**config.mk**
```make
export PLATFORM = sky130hd
export DESIGN_NAME = dtx_unit
export DESIGN_NICKNAME = d
export VERILOG_FILES = /design/src/rtl/dtx_pkg.sv /design/src/rtl/dtx_mode_sel.sv /design/src/rtl/dtx_check.sv /design/src/rtl/dtx_fault_regs.sv /design/src/rtl/dtx_event_ctr.sv /design/src/rtl/dtx_unit.sv
export SDC_FILE = /design/constraint.sdc
export NUM_CORES = 1
export LEC_CHECK = 0
export BUFFER_PORTS_ARGS = -buffer_cell sky130_fd_sc_hd__buf_2
export CAP_MARGIN = 20
export CORE_ASPECT_RATIO = 0.6
export CORE_MARGIN = 4
export CORE_UTILIZATION = 45
export CTS_BUF_LIST = sky130_fd_sc_hd__clkbuf_16
export DETAILED_ROUTE_END_ITERATION = 6
export PLACE_DENSITY = 0.75
export SYNTH_ARGS = -nofsm -noshare
export SYNTH_HDL_FRONTEND = slang
export SYNTH_SLANG_ARGS = --single-unit
```
**constraint.sdc**
```tcl
create_clock -name clk -period 6.63 [get_ports clk]
set_clock_uncertainty 0.15 [all_clocks]
set_input_delay 0.3315 -clock clk [delete_from_list [all_inputs] [get_ports clk]]
set_output_delay 0.3315 -clock clk [all_outputs]
set_load 0.05 [all_outputs]
```
**src/rtl/dtx_pkg.sv**
```systemverilog
package dtx_pkg;

    typedef enum logic [1:0] {
        MODE_KERNEL = 2'd0,
        MODE_EXEC   = 2'd1,
        MODE_SUPER  = 2'd2,
        MODE_USER   = 2'd3
    } mode_e;

    typedef enum logic [2:0] {
        FLT_NONE     = 3'd0,
        FLT_GENERAL  = 3'd1,
        FLT_ACV      = 3'd2,
        FLT_MISS     = 3'd3,
        FLT_PTE_MISS = 3'd4
    } fault_e;

    localparam int NUM_FLAGS = 6;
    localparam int FB_WRITE  = 0;
    localparam int FB_ACV    = 1;
    localparam int FB_FONR   = 2;
    localparam int FB_FONW   = 3;
    localparam int FB_BADVA  = 4;
    localparam int FB_MISS   = 5;

    localparam int OPC_W  = 6;
    localparam int REG_W  = 5;
    localparam int STAT_W = OPC_W + REG_W + NUM_FLAGS;

    localparam int NUM_CTR = 6;
    localparam int CTR_SEL_W = $clog2(NUM_CTR);

    typedef struct packed {
        fault_e                 fault;
        logic [NUM_FLAGS-1:0]   flags;
    } verdict_t;

    // Counter slot: loads 0..2, stores 3..5; within each: hit, miss, violation
    function automatic logic [CTR_SEL_W-1:0] ctr_slot(input logic store, input fault_e f);
        logic [CTR_SEL_W-1:0] base;
        base = store ? CTR_SEL_W'(3) : CTR_SEL_W'(0);
        case (f)
            FLT_NONE:              return base;
            FLT_MISS, FLT_PTE_MISS: return base + CTR_SEL_W'(1);
            default:               return base + CTR_SEL_W'(2);
        endcase
    endfunction

    function automatic logic [STAT_W-1:0] pack_status(input logic [OPC_W-1:0] opc,
                                                      input logic [REG_W-1:0] ra,
                                                      input logic [NUM_FLAGS-1:0] fl);
        return {opc, ra, fl};
    endfunction

endpackage

```
**src/rtl/dtx_mode_sel.sv**
```systemverilog
module dtx_mode_sel
    import dtx_pkg::*;
(
    input  logic  pc_priv,
    input  logic  req_alt,
    input  mode_e cur_mode,
    input  mode_e alt_mode,
    output mode_e eff_mode
);
    always_comb begin
        if (!pc_priv)     eff_mode = cur_mode;
        else if (req_alt) eff_mode = alt_mode;
        else              eff_mode = MODE_KERNEL;
    end
endmodule

```
**src/rtl/dtx_check.sv**
```systemverilog
module dtx_check
    import dtx_pkg::*;
#(
    parameter int VA_W   = 64,
    parameter int IMPL_W = 43,
    parameter int PA_W   = 40,
    parameter int PG_W   = 13
) (
    input  logic [VA_W-1:0]      va,
    input  logic                 store,
    input  logic                 pte_ref,
    input  mode_e                mode,
    input  logic                 hit,
    input  logic [PA_W-PG_W-1:0] ppn,
    input  logic [3:0]           rd_perm,
    input  logic [3:0]           wr_perm,
    input  logic                 fonr,
    input  logic                 fonw,
    output verdict_t             verdict,
    output logic [PA_W-1:0]      paddr
);
    localparam int EXT_W = VA_W - IMPL_W + 1;

    logic [EXT_W-1:0] ext_bits;
    logic             va_ok;
    logic             perm_ok;

    assign ext_bits = va[VA_W-1:IMPL_W-1];
    assign va_ok    = (&ext_bits) | ~(|ext_bits);
    assign perm_ok  = store ? wr_perm[mode] : rd_perm[mode];
    assign paddr    = {ppn, va[PG_W-1:0]};

    always_comb begin
        verdict.flags           = '0;
        verdict.flags[FB_WRITE] = store;
        verdict.fault           = FLT_NONE;
        if (!va_ok) begin
            verdict.fault            = FLT_GENERAL;
            verdict.flags[FB_ACV]    = 1'b1;
            verdict.flags[FB_BADVA]  = 1'b1;
        end else if (!hit) begin
            verdict.fault            = pte_ref ? FLT_PTE_MISS : FLT_MISS;
            verdict.flags[FB_MISS]   = 1'b1;
        end else if (store) begin
            if (!perm_ok) begin
                verdict.fault          = FLT_GENERAL;
                verdict.flags[FB_ACV]  = 1'b1;
                verdict.flags[FB_FONW] = fonw;
            end else if (fonw) begin
                verdict.fault          = FLT_GENERAL;
                verdict.flags[FB_FONW] = 1'b1;
            end
        end else begin
            if (!perm_ok) begin
                verdict.fault          = FLT_ACV;
                verdict.flags[FB_ACV]  = 1'b1;
                verdict.flags[FB_FONR] = fonr;
            end else if (fonr) begin
                verdict.fault          = FLT_GENERAL;
                verdict.flags[FB_FONR] = 1'b1;
            end
        end
    end
endmodule

```
**src/rtl/dtx_fault_regs.sv**
```systemverilog
module dtx_fault_regs
    import dtx_pkg::*;
#(
    parameter int VA_W = 64
) (
    input  logic              clk,
    input  logic              rst,
    input  logic              fault_now,
    input  logic              va_read,
    input  logic [VA_W-1:0]   va_in,
    input  logic [STAT_W-1:0] stat_in,
    input  logic [VA_W-1:0]   form_in,
    output logic [VA_W-1:0]   va_q,
    output logic [STAT_W-1:0] stat_q,
    output logic [VA_W-1:0]   form_q,
    output logic              locked
);
    logic take;
    assign take = fault_now && (!locked || va_read);

    always_ff @(posedge clk) begin
        if (rst) begin
            va_q   <= '0;
            stat_q <= '0;
            form_q <= '0;
            locked <= 1'b0;
        end else if (take) begin
            va_q   <= va_in;
            stat_q <= stat_in;
            form_q <= form_in;
            locked <= 1'b1;
        end else if (va_read) begin
            locked <= 1'b0;
        end
    end
endmodule

```
**src/rtl/dtx_event_ctr.sv**
```systemverilog
module dtx_event_ctr #(
    parameter int W = 16
) (
    input  logic         clk,
    input  logic         rst,
    input  logic         inc,
    output logic [W-1:0] count
);
    always_ff @(posedge clk) begin
        if (rst)      count <= '0;
        else if (inc) count <= count + W'(1);
    end
endmodule

```
**src/rtl/dtx_unit.sv**
```systemverilog
module dtx_unit
    import dtx_pkg::*;
#(
    parameter int VA_W   = 64,
    parameter int IMPL_W = 43,
    parameter int PA_W   = 40,
    parameter int PG_W   = 13,
    parameter int CNT_W  = 16
) (
    input  logic                 clk,
    input  logic                 rst,
    input  logic                 req_valid,
    input  logic [VA_W-1:0]      req_va,
    input  logic                 req_store,
    input  logic                 req_pte_ref,
    input  logic                 req_alt,
    input  logic                 pc_priv,
    input  logic [1:0]           cur_mode,
    input  logic [1:0]           alt_mode,
    input  logic                 tlb_hit,
    input  logic [PA_W-PG_W-1:0] tlb_ppn,
    input  logic [3:0]           tlb_rd_perm,
    input  logic [3:0]           tlb_wr_perm,
    input  logic                 tlb_fonr,
    input  logic                 tlb_fonw,
    input  logic [5:0]           inst_opcode,
    input  logic [4:0]           inst_ra,
    input  logic [VA_W-1:0]      pt_base,
    input  logic                 va_read,
    output logic                 rsp_valid,
    output logic [2:0]           rsp_fault,
    output logic [PA_W-1:0]      rsp_paddr,
    output logic [VA_W-1:0]      fva_reg,
    output logic [16:0]          fstat_reg,
    output logic [VA_W-1:0]      fform_reg,
    output logic                 flocked,
    output logic [CNT_W-1:0]     cnt_rd_hit,
    output logic [CNT_W-1:0]     cnt_rd_miss,
    output logic [CNT_W-1:0]     cnt_rd_viol,
    output logic [CNT_W-1:0]     cnt_wr_hit,
    output logic [CNT_W-1:0]     cnt_wr_miss,
    output logic [CNT_W-1:0]     cnt_wr_viol
);
    localparam int VPN_W    = IMPL_W - PG_W;
    localparam int FORM_PAD = VA_W - VPN_W - 3;

    mode_e            eff_mode;
    verdict_t         verdict;
    logic [PA_W-1:0]  paddr_c;
    logic [VA_W-1:0]  form_c;
    logic [STAT_W-1:0] stat_c;
    logic [NUM_CTR-1:0] inc_vec;
    logic [CNT_W-1:0] cnt [NUM_CTR];

    dtx_mode_sel u_mode (
        .pc_priv (pc_priv),
        .req_alt (req_alt),
        .cur_mode(mode_e'(cur_mode)),
        .alt_mode(mode_e'(alt_mode)),
        .eff_mode(eff_mode)
    );

    dtx_check #(.VA_W(VA_W), .IMPL_W(IMPL_W), .PA_W(PA_W), .PG_W(PG_W)) u_check (
        .va     (req_va),
        .store  (req_store),
        .pte_ref(req_pte_ref),
        .mode   (eff_mode),
        .hit    (tlb_hit),
        .ppn    (tlb_ppn),
        .rd_perm(tlb_rd_perm),
        .wr_perm(tlb_wr_perm),
        .fonr   (tlb_fonr),
        .fonw   (tlb_fonw),
        .verdict(verdict),
        .paddr  (paddr_c)
    );

    assign form_c = pt_base | {{FORM_PAD{1'b0}}, req_va[IMPL_W-1:PG_W], 3'b000};
    assign stat_c = pack_status(inst_opcode, inst_ra, verdict.flags);

    dtx_fault_regs #(.VA_W(VA_W)) u_fregs (
        .clk      (clk),
        .rst      (rst),
        .fault_now(req_valid && (verdict.fault != FLT_NONE)),
        .va_read  (va_read),
        .va_in    (req_va),
        .stat_in  (stat_c),
        .form_in  (form_c),
        .va_q     (fva_reg),
        .stat_q   (fstat_reg),
        .form_q   (fform_reg),
        .locked   (flocked)
    );

    always_comb begin
        inc_vec = '0;
        if (req_valid) inc_vec[ctr_slot(req_store, verdict.fault)] = 1'b1;
    end

    for (genvar i = 0; i < NUM_CTR; i++) begin : g_ctr
        dtx_event_ctr #(.W(CNT_W)) u_ctr (
            .clk  (clk),
            .rst  (rst),
            .inc  (inc_vec[i]),
            .count(cnt[i])
        );
    end

    assign cnt_rd_hit  = cnt[0];
    assign cnt_rd_miss = cnt[1];
    assign cnt_rd_viol = cnt[2];
    assign cnt_wr_hit  = cnt[3];
    assign cnt_wr_miss = cnt[4];
    assign cnt_wr_viol = cnt[5];

    always_ff @(posedge clk) begin
        if (rst) begin
            rsp_valid <= 1'b0;
            rsp_fault <= '0;
            rsp_paddr <= '0;
        end else begin
            rsp_valid <= req_valid;
            if (req_valid) begin
                rsp_fault <= verdict.fault;
                rsp_paddr <= paddr_c;
            end
        end
    end
endmodule

```
# == Yosys cells after proc, flatten, opt, wreduce, memory -nomap -nowiden ==
# Cells that the tools add are included.
# word_totals
inputBits,189
ff_bits,286
output_inout_bits,286
# classes
magnitude_cmp,3
addsub,8
reduce_logical,11
bitwise_logic,3
muxes,36
eq_ne,2
# op_table
op,count
"16-bit by 1-bit adder with 16-bit output, second input constant",6
64-bit by 33-bit OR with 64-bit output,1
22-bit AND reduction,1
22-bit OR reduction,1
3-bit two-way mux,7
1-bit two-way mux,19
2-bit two-way mux,5
6-bit two-way mux,1
3-bit case mux with 2 select lines,1
1-bit binary-select mux with 2-bit select,2
"3-bit by 4-bit less-than comparator with 1-bit output, second input constant",1
"2-bit by 1-bit adder with 3-bit output, second input constant",1
"2-bit by 2-bit adder with 3-bit output, second input constant",1
1-bit demux with 3-bit select,1
"3-bit by 2-bit equality test with 1-bit output, second input constant",1
"3-bit equality test, second input constant",1
"3-bit by 1-bit greater-or-equal comparator with 1-bit output, second input constant",1
1-bit logical AND,3
3-bit logical NOT,1
"2-bit by 3-bit less-than comparator with 1-bit output, second input constant",1
3-bit nonzero test,1
2-bit nonzero test,1
2-bit OR reduction,1
1-bit logical NOT,1
3 further kinds,3

# == Longest topological paths before layout ==
# depth
ltp_word,18
ltp_mapped,10
ltp_nobuf,7

# == Hierarchy ==
# From an unflattened synthesis, not the netlist that was laid out.
# unflattened
cells_unflattened,1400
area_unflattened_um2,13436.6
# by_module_without_submodules
module,instances,area_each_um2,cells_each
dtx_fault_regs,1,6466.2,633
dtx_event_ctr,6,757.0,83
dtx_unit,1,1829.3,184
dtx_check,1,571.8,79
dtx_mode_sel,1,27.5,6

# == Least setup slack after synthesis ==
# Ideal clock, no wire load.
# synth_path
path_kind,input to register
startpoint,input port req_va[47]
endpoint,register u_fregs.va_q[16]
path_stages,9
path_buffers,3
setup_slack_ns,3.847
setup_ns,0.132
t_required_ns,6.348
t_arrival_ns,2.501
path_cell_list,or4_1 > or4_1 > buf_2 > a21oi_4 > a41oi_1 > clkbuf_1 > buf_2 > nand3_1 > a21oi_1
# synth_between
elab_chain_len,7
# synth_rtl
element,line_no,text
"start, declared",dtx_unit.sv:13,"input logic [VA_W-1:0] req_va,"
22-bit OR reduction,dtx_check.sv:29,assign va_ok = (&ext_bits) | ~(|ext_bits);
1-bit NOT,dtx_check.sv:29,
1-bit OR *,dtx_check.sv:29,
3-bit two-way mux *,dtx_check.sv:37,if (!va_ok) begin
3-bit nonzero test *,dtx_unit.sv:84,".fault_now(req_valid && (verdict.fault != FLT_NONE)),"
1-bit logical AND *,dtx_unit.sv:84,
1-bit logical AND *,dtx_fault_regs.sv:19,assign take = fault_now && (!locked || va_read);
"end signal, assigned",dtx_fault_regs.sv:28,va_q <= va_in;
"end, declared",dtx_fault_regs.sv:13,"output logic [VA_W-1:0] va_q,"
# Every way passes the cells marked *; elsewhere a longest branch is shown, timed or not.
# A chain may end at the register's enable or synchronous reset.

# == Final worst setup path ==
# layout_path
startpoint,input port req_va[54]
endpoint,register u_fregs.form_q[61]
# layout_between
elab_chain_len,7
# layout_rtl
element,line_no,text
22-bit OR reduction,dtx_check.sv:29,
1-bit NOT,dtx_check.sv:29,
1-bit OR *,dtx_check.sv:29,
3-bit two-way mux *,dtx_check.sv:37,
3-bit nonzero test *,dtx_unit.sv:84,
1-bit logical AND *,dtx_unit.sv:84,
1-bit logical AND *,dtx_fault_regs.sv:19,
"end signal, assigned",dtx_fault_regs.sv:30,form_q <= form_in;
"end, declared",dtx_fault_regs.sv:15,"output logic [VA_W-1:0] form_q,"
# Marks and branches as above.

==> metrics.txt <==
run status complete, no violations; Sink Count roughly 290; XOR/XNOR Fraction of Synth Area 0.0333; CP startpoint kind input port; Rows 45; Die Y ~130 um; beginning of the worst hold path pt_base[29]; peak supply drop 0.183 mV; Synth Area in Simple Gates 0.200; post-synthesis cell area 11800 um^2; pin count of the biggest net entering global routing 115; Worst Max-Slew Pin Slew 1080 ps; DRT Pass-1 Iters 7; wire per inst 20.3 um; RR Startpoint u_fregs.locked$_SDFFE_PP0P_; min-delay worst type in -> reg; DIE WIDTH 217 um; most frequent cells in the layout buf_2 (473), dfxtp_1 (286), a21oi_1 (187); crit path DAT 4870 ps; top-area cell type share of the netlist area 0.484; deepest clock path buffer count 3; most common cell after layout, fill and taps aside buf_2; vias in the first global route about 13000; WHS Path Cells 3; M2 GR Usage 0.495; layout cell share with drive strength beyond 1 0.276; Synthesized Nets 1574; RR Endpoint u_fregs.form_q[61]$_SDFFE_PP0P_; # DRC 0; post-synthesis mux area share 0.0457; largest family of logic cells by synthesized area simple AND/OR/NAND/NOR gates; CTS buffer count 27; gr usage total 0.301; max_slew headroom 0.282; Clock Latency Late Sink between 500 and 600 ps; P_leak around 0.0075 uW; global route overflow 0; fmax about 0.22 GHz; fin crit period about 4600 ps; CTS tree done; Layout Utilization 0.662; Synth Area in Adders 0.00635; Placeable Area approximately 26000 um^2; Synth cell types 50; initial antenna violation count 13; die area 29000 um^2; Ports 475; hold slack final about 84 ps; grt met1 use 0.361; CP max stage cell a41o_4; Critical Path Fanout Max just over 70; R2R cell count 4; flop-to-flop setup slack a little over 4000 ps; Routed Antenna Nets 0; fillers ~2000; synth warn 0; Largest stage delay, worst path 750 ps; pre-CTS setup slack about 2300 ps; area leader, netlist dfxtp_1; Area contributors post-synth dfxtp_1 (48%), a21oi_1 (7.9%), nand3_1 (6.2%); setup TNS 0 ps; sequential fraction of the synthesis area 0.484; critical-path cell list dlygate4sd3_1 > buf_2 > nor4_1 > nand4_1 > or4_1 > a21oi_4 > a41o_4 > buf_4 > o21ai_0 > a21oi_1; Synth Register Bits 286; Main synth FF type dfxtp_1; cell count after synthesis ~1400; Crit Path Class in -> reg; Area growth syn-to-layout 43.0%; clk root buf clkbuf_16; buffers added on ports around 470; Final Hold Viols 0; GR peak layer met2; CP required 6930 ps; Final Cycle Share 0.689; syn avg cell area about 8.6 um^2; setup repair after global routing missed its margin false; clk slew on worst S/H paths 70 ps; DRT iter0 DRCs ~1300; routed via count between 10000 and 15000; WHS Endpoint u_fregs.form_q[29]$_SDFFE_PP0P_; post-CTS resize count 0; number of H-tree levels 1; Async SR Flop Fraction 0; Power Dens Cells between 200 and 250 nW/um^2; final WL 47400 um; CP endpoint kind flip-flop; starting density of the core 0.463; met3 Use GR 0.0864; nets@finish 2150; setup slack after layout slightly above 2000 ps; vias per std cell approximately 5.8; GPL Wtd Cong between 0.9 and 1; number of max-cap violations 0; DP HPWL 30300 um; complex-gate fraction of the synthesized area 0.191; EDFF count, synth 0; Slew Limit Fails 0; final setup fails 0; first-pass GRT wire length 71200 um
worst max path at each step:
stage          startpoint  depth (start not counted)  slack, ps                         endpoint
6_report       req_va[54]                         10       2060  u_fregs.form_q[61]$_SDFFE_PP0P_
5_1_grt        req_va[54]                         10       1950  u_fregs.form_q[61]$_SDFFE_PP0P_
4_1_cts        req_va[54]                         10       2330  u_fregs.form_q[61]$_SDFFE_PP0P_
3_5_place_dp   req_va[54]                          9       2340  u_fregs.form_q[61]$_SDFFE_PP0P_
3_3_place_gp   req_va[54]                          9       2400    u_fregs.va_q[19]$_SDFFE_PP0P_
2_1_floorplan  req_va[47]                          9       3850    u_fregs.va_q[16]$_SDFFE_PP0P_
worst max-delay path, delay by kind of cell:
| family | cells | cell delay, ps |
|---|---|---|
| and+or+nand+nor | 3 | 1500 |
| AOI/OAI and AO/OA | 4 | 1790 |
| buffers and inverters | 3 | 1210 |
per-layer routing:
metal  share of wire  wire (um)  vias up
met5         0.00017          8        -
met4           0.065       3080        2
met3           0.096       4540      242
met2            0.46      21700      862
met1            0.38      18000     6252
li1                -          -     6143
cells by family after synthesis:
kind of cell,count (synthesis)
flops,286
xor+xnor,45
buf+inv,119
compound gates,401
simple gates,470
mux,52
fa+ha+maj,6
through the flow:
stage	std cells	power, uW	area (um^2)
global route	2337	4200	16900
CTS	2325	4060	16900
finish	2339	4070	16900
detailed placement	2108	2500	14400
floorplan	1379	2290	11800
global placement	2108	2490	14400
synth_stat cells, types with 2 or more instances:
| library cell | count |
|---|---|
| or4_1 | 20 |
| a21oi_1 | 187 |
| a21o_1 | 3 |
| nand3_1 | 147 |
| and2_1 | 6 |
| a2111oi_4 | 2 |
| xor2_1 | 31 |
| and3_1 | 17 |
| o2111ai_1 | 3 |
| nor2b_1 | 16 |
| mux2_2 | 6 |
| nand2_1 | 41 |
| xnor2_1 | 14 |
| nand4_1 | 37 |
| nor4_1 | 6 |
| nor2_1 | 132 |
| inv_1 | 12 |
| dfxtp_1 | 286 |
| and4_1 | 8 |
| nor3_1 | 12 |
| or3_1 | 19 |
| o31ai_1 | 13 |
| o21ai_0 | 139 |
| nand2b_1 | 7 |
| o21a_1 | 2 |
| ha_1 | 6 |
| clkbuf_1 | 75 |
| mux2i_1 | 45 |
| a211oi_1 | 30 |
| buf_1 | 16 |
| a21boi_0 | 2 |
| o21ai_1 | 5 |
| o21ba_2 | 2 |
| buf_2 | 16 |
repair_timing:
| action | in CTS | in global routing |
|---|---|---|
| hold buffers | 170 | 0 |
| setup buffers | 0 | 0 |
| hold endpoints to repair | 180 | 0 |
flip-flops by register name (all words and copies together), names as in the netlist:
name               cells
u_fregs.va_q          64
rsp_paddr             40
rsp_fault              3
rsp_valid              1
g_ctr.u_ctr.count     96
u_fregs.form_q        64
u_fregs.stat_q        17
u_fregs.locked         1
layout make-up:
| cell class | count | area, um^2 | share of cell area |
|---|---|---|---|
| multi-input combinational | 974 | 5680 | 0.336 |
| inverter | 12 | 45.0 | 0.00266 |
| clock inverter | 20 | 151 | 0.00895 |
| clock buffer | 27 | 676 | 0.0399 |
| timing repair buffer | 654 | 4160 | 0.246 |
| sequential | 286 | 5730 | 0.339 |
| antenna | 14 | 35.0 | 0.00207 |
| tap | 352 | 440 | 0.0260 |
report_power, final:
| group | internal, uW | leakage (uW) | switching [uW] |
|---|---|---|---|
| combinational | 227 | 0.00474 | 510 |
| sequential | 1790 | 0.00234 | 39.9 |
| clock | 817 | 0.000422 | 684 |
| total | 2830 | 0.00750 | 1230 |
(Power assumes the default switching activity.)
